## config.mk

```make
export PLATFORM = sky130hd
export DESIGN_NAME = ttree_mux
export DESIGN_NICKNAME = d
export VERILOG_FILES = /design/src/rtl/ttree_pkg.sv /design/src/rtl/ttree_cell.sv /design/src/rtl/ttree_level.sv /design/src/rtl/ttree_ostage.sv /design/src/rtl/ttree_mux.sv
export SDC_FILE = /design/constraint.sdc
export NUM_CORES = 1
export LEC_CHECK = 0
export ABC_AREA = 1
export BUFFER_PORTS_ARGS = -buffer_cell sky130_fd_sc_hd__buf_2
export CELL_PAD_IN_SITES_DETAIL_PLACEMENT = 1
export CELL_PAD_IN_SITES_GLOBAL_PLACEMENT = 2
export CORE_MARGIN = 5
export CORE_UTILIZATION = 14
export CTS_CLUSTER_DIAMETER = 40
export DETAILED_ROUTE_END_ITERATION = 16
export PLACE_DENSITY = 0.79
export SETUP_SLACK_MARGIN = 0.3
export SYNTH_ARGS = -nofsm -noshare
export SYNTH_HDL_FRONTEND = slang
export SYNTH_SLANG_ARGS = --single-unit
```

## constraint.sdc

```tcl
create_clock -name clk -period 1.1 [get_ports clk]
set_input_delay 0.11 -clock clk [delete_from_list [all_inputs] [get_ports clk]]
set_output_delay 0.11 -clock clk [all_outputs]
set_load 0.1 [all_outputs]
```

## src/rtl/ttree_pkg.sv

```systemverilog
`timescale 1ns/1ps
package ttree_pkg;
  typedef logic [1:0] trit_t;

  localparam trit_t TRIT_0   = 2'b00;
  localparam trit_t TRIT_1   = 2'b01;
  localparam trit_t TRIT_2   = 2'b10;
  localparam trit_t TRIT_BAD = 2'b11;

  function automatic int unsigned pow3(input int unsigned n);
    int unsigned r;
    r = 1;
    for (int unsigned i = 0; i < n; i++) r = r * 3;
    return r;
  endfunction
endpackage

```

## src/rtl/ttree_cell.sv

```systemverilog
`timescale 1ns/1ps
module ttree_cell
  import ttree_pkg::*;
(
  input  trit_t d0,
  input  trit_t d1,
  input  trit_t d2,
  input  trit_t sel,
  output trit_t y,
  output logic  bad
);
  always_comb begin
    bad = 1'b0;
    unique case (sel)
      TRIT_0:  y = d0;
      TRIT_1:  y = d1;
      TRIT_2:  y = d2;
      default: begin
        y   = TRIT_0;
        bad = 1'b1;
      end
    endcase
  end
endmodule

```

## src/rtl/ttree_level.sv

```systemverilog
`timescale 1ns/1ps
module ttree_level
  import ttree_pkg::*;
#(
  parameter int unsigned CELLS = 1
) (
  input  logic [6*CELLS-1:0] din,
  input  trit_t              sel,
  output logic [2*CELLS-1:0] dout,
  output logic               bad
);
  logic [CELLS-1:0] cell_bad;

  for (genvar c = 0; c < CELLS; c++) begin : g_cell
    ttree_cell u_cell (
      .d0  (din[6*c   +: 2]),
      .d1  (din[6*c+2 +: 2]),
      .d2  (din[6*c+4 +: 2]),
      .sel (sel),
      .y   (dout[2*c +: 2]),
      .bad (cell_bad[c])
    );
  end

  assign bad = |cell_bad;
endmodule

```

## src/rtl/ttree_ostage.sv

```systemverilog
`timescale 1ns/1ps
module ttree_ostage
  import ttree_pkg::*;
#(
  parameter bit REG_OUT = 1'b1
) (
  input  logic  clk,
  input  logic  rst_n,
  input  logic  in_valid,
  output logic  in_ready,
  input  trit_t res_trit,
  input  logic  res_err,
  output logic  out_valid,
  input  logic  out_ready,
  output trit_t out_trit,
  output logic  out_err
);
  if (REG_OUT) begin : g_reg
    logic  vld_q;
    trit_t trit_q;
    logic  err_q;

    assign in_ready = !vld_q || out_ready;

    always_ff @(posedge clk) begin
      if (!rst_n) begin
        vld_q  <= 1'b0;
        trit_q <= TRIT_0;
        err_q  <= 1'b0;
      end else if (in_ready) begin
        vld_q <= in_valid;
        if (in_valid) begin
          trit_q <= res_trit;
          err_q  <= res_err;
        end
      end
    end

    assign out_valid = vld_q;
    assign out_trit  = trit_q;
    assign out_err   = err_q;
  end else begin : g_pass
    assign in_ready  = out_ready;
    assign out_valid = in_valid;
    assign out_trit  = res_trit;
    assign out_err   = res_err;
  end
endmodule

```

## src/rtl/ttree_mux.sv

```systemverilog
`timescale 1ns/1ps
module ttree_mux
  import ttree_pkg::*;
#(
  parameter int unsigned SEL_TRITS = 3,
  parameter bit          REG_OUT   = 1'b1,
  localparam int unsigned NUM_IN   = pow3(SEL_TRITS)
) (
  input  logic                   clk,
  input  logic                   rst_n,
  input  logic                   in_valid,
  output logic                   in_ready,
  input  logic [2*NUM_IN-1:0]    data_in,
  input  logic [2*SEL_TRITS-1:0] sel_in,
  output logic                   out_valid,
  input  logic                   out_ready,
  output logic [1:0]             out_trit,
  output logic                   out_err
);
  logic [SEL_TRITS-1:0] lvl_bad;
  trit_t                tree_trit;

  for (genvar k = 0; k < SEL_TRITS; k++) begin : g_lvl
    localparam int unsigned CELLS = pow3(SEL_TRITS - 1 - k);
    logic [2*CELLS-1:0] y;
    logic               bad;

    if (k == 0) begin : g_first
      ttree_level #(.CELLS(CELLS)) u_level (
        .din  (data_in),
        .sel  (sel_in[2*k +: 2]),
        .dout (y),
        .bad  (bad)
      );
    end else begin : g_next
      ttree_level #(.CELLS(CELLS)) u_level (
        .din  (g_lvl[k-1].y),
        .sel  (sel_in[2*k +: 2]),
        .dout (y),
        .bad  (bad)
      );
    end

    assign lvl_bad[k] = bad;
  end

  assign tree_trit = g_lvl[SEL_TRITS-1].y;

  ttree_ostage #(.REG_OUT(REG_OUT)) u_ostage (
    .clk       (clk),
    .rst_n     (rst_n),
    .in_valid  (in_valid),
    .in_ready  (in_ready),
    .res_trit  (tree_trit),
    .res_err   (|lvl_bad),
    .out_valid (out_valid),
    .out_ready (out_ready),
    .out_trit  (out_trit),
    .out_err   (out_err)
  );
endmodule

```

==> flow_summary.json <==
{
  "finalCriticalPeriod_ns": 1.003,
  "grt_pass1_vias": 1407,
  "pin_count": 69,
  "clkLatencyLatePin_ns": 0.22,
  "route.detailed.vias_per_inst": 4.309,
  "core_area_um2": 5507,
  "grt_use_total_pct": 10.96,
  "grt_use_met2_pct": 19.35,
  "fin_setup_tns_ns": 0,
  "area_enclosed_by_the_die_boundary_um2": 7251,
  "grt_max_degree": 12,
  "tritoncts": "built",
  "ys_seq_elements": 4,
  "filler_cell_count": 707,
  "synth_area_um2": 790.8,
  "warning_count_from_the_yosys_run": 0,
  "grt_remaining_overflow": 0,
  "die_span_x_um": 85.16,
  "grtUsageMet3_pct": 2.621,
  "cts.reportedPaths.clkPinSlew_ns": 0.03,
  "post_route_cells_drive_above_1_share_pct": 51.97,
  "globalplace.congestion": 0.7388,
  "maxCapViolations": 0,
  "clock_sink_count": 4,
  "postCtsHoldBufs": 0,
  "postRouteWirelength_um": 4236,
  "grt_first_pass_wirelength_um": 6465,
  "port-buffer-count": 68,
  "power.density_cell_area_nw_per_um2": 698.9,
  "number_of_h_tree_levels": 1,
  "final_core_util_pct": 28.68,
  "area.sequential_um2": 90.09,
  "finalNetCount": 294,
  "final_setup_violation_count": 0,
  "status": "finished clean",
  "end_kind": "flop",
  "grt_antenna_before_repair": 0,
  "achievable-frequency_mhz": 997.1,
  "grt.met1_usage_pct": 13.31,
  "netlist_instances": 146,
  "synth-seq-area-share_pct": 10.13,
  "worst_pin_slew_ns": 0.1823,
  "grt_setup_unrepaired": "true",
  "timing_worst_setup_path_type": "in -> reg",
  "dpl_hpwl_um": 3442,
  "route.antenna.remaining_nets": 0,
  "average_wire_length_per_cell_after_detail_routing_um": 14.07,
  "critPathArrivalTime_ns": 1.15,
  "postSynthAreaPerCell_um2": 5.416,
  "tritoncts.num_buffers": 3,
  "post_synth_num_cell_types": 16,
  "grt-busiest-layer": "met2",
  "start_util_pct": 14.36,
  "drt_first_iter_violations": 15,
  "cp_max_fo": 5,
  "final-hold-violation-count": 0,
  "drtPass1Iterations": 3,
  "diodes": 0,
  "worst_hold_path_type": "in -> reg",
  "placement_rows": 27,
  "post-route-period-util_pct": 91.17,
  "clk_buf_depth": 2,
  "report.power.total_mw": 1.104,
  "power.ir.vdd_worst_v": 0.0002245,
  "worst_slew_margin_rel_pct": 87.85,
  "finalMaxSlewViolations": 0,
  "die_h_um": 85.16,
  "detailroute.via_count": 1297,
  "startpoint_type": "input port",
  "multi_input_comb_area_um2": 693.2,
  "areaGrowthSynthToFinish_pct": 99.68,
  "final.setup_skew_ns": 0.0002199,
  "clk_root_buffer_cell": "clkbuf_8",
  "syn-num-nets": 210,
  "drc_errors": 0,
  "worst-endpoint-required_ns": 1.25,
  "p_leak_nw": 0.8264
}
==> through the flow <==
stage               cell area, µm²  setup slack [ns]  hold WS, ns  cells
global placement              1331           -0.2052       0.3655    292
floorplan                    822.0           -0.1037       0.2415    146
global route                  1579           0.01919       0.1371    301
CTS                           1446            0.1404       0.1462    298
detailed placement            1331           -0.2699       0.3721    292
finish                        1579           0.09714       0.1300    301
==> critical path: stages <==
cell and delay, ns:
buf_12 0.11, nor2_8 0.17, clkbuf_16 0.19, nand2_4 0.05
nand3_2 0.05, nand2_1 0.07, nand3_2 0.07, nand2_1 0.05
nand3_1 0.08, nand2_1 0.06, a21oi_1 0.13
==> sequential cells by signal, summed over array words and instances, names as in the netlist <==
signal and cells:
u_ostage.out_valid 1, u_ostage.out_err 1, u_ostage.out_trit 2
==> cell usage in the layout, fill, tap and decap left out, types with 3 or more instances in the layout <==
master / synthesis / final
inv_1: 7 / 6
nand3_1: 58 / 51
nand2_2: 4 / 6
buf_4: 1 / 14
nor2_1: 9 / 8
nand2_1: 48 / 41
clkbuf_8: 4 / 3
nand3_2: 0 / 7
buf_12: 1 / 8
nand2_4: 0 / 3
buf_2: 0 / 61
==> where the power goes <==
part           leakage (nW)  switching (mW)  total (mW)  internal (mW)
registers            0.0350          0.0138       0.169          0.156
logic                 0.769           0.321       0.596          0.275
clock network        0.0228          0.0895       0.338          0.249
==> logic make-up (layout without fill, tap and decap cells) <==
group,count (synthesis),after routing,share of synthesized area (%)
AND/OR/NAND/NOR,120,120,69.46
buffers and inverters,16,99,16.14
AO/OA/AOI/OAI,6,6,4.272
flip-flops,4,4,10.13
==> synth_stat cells, drive strengths merged <==
master,count,area share [%]
nand3,58,37
nand2,52,26
nor2,10,6.8
inv,7,3.3
clkbuf,4,7.0
dfxtp,4,10
a21oi,3,1.9
buf,3,4.9
clkinv,2,0.95
a211oi,1,0.95
o21ai,1,0.63
o22ai,1,0.79
==> area by class of cell <==
type / instances / area share [%]
clock buffers: 4 / 2.853
well taps: 72 / 5.705
repair buffers: 86 / 39.14
multi-input cells: 126 / 43.90
flip-flops and latches: 4 / 5.705
inverters: 9 / 2.694
==> routing by layer <==
layer / wire, µm / share of wire (%)
met1: 1824 / 43
met2: 2153 / 51
met3: 223 / 5.3
met4: 35 / 0.83
met5: 0 / 0
==> final timing paths <==
kind                                                   startpoint                                end  slack (ns)  depth (start not counted)
worst max-delay path                                    sel_in[0]  u_ostage.out_trit[0]$_SDFFE_PN0P_         0.1                         11
worst min-delay path                                        rst_n      u_ostage.out_err$_SDFFE_PN0P_        0.13                          3
worst max register to register    u_ostage.out_valid$_SDFFE_PN0N_      u_ostage.out_err$_SDFFE_PN0P_        0.23                          5
worst min register to register  u_ostage.out_trit[0]$_SDFFE_PN0P_  u_ostage.out_trit[0]$_SDFFE_PN0P_        0.49                          2
==> repair_timing <==
item	in CTS	in global routing
pin swaps	3	13
resized for setup	10	22
buffers inserted	2	2
setup endpoints to repair	8	8
gates cloned	0	1
hold endpoints to repair	0	0
Power figures use the tool's default switching activity.
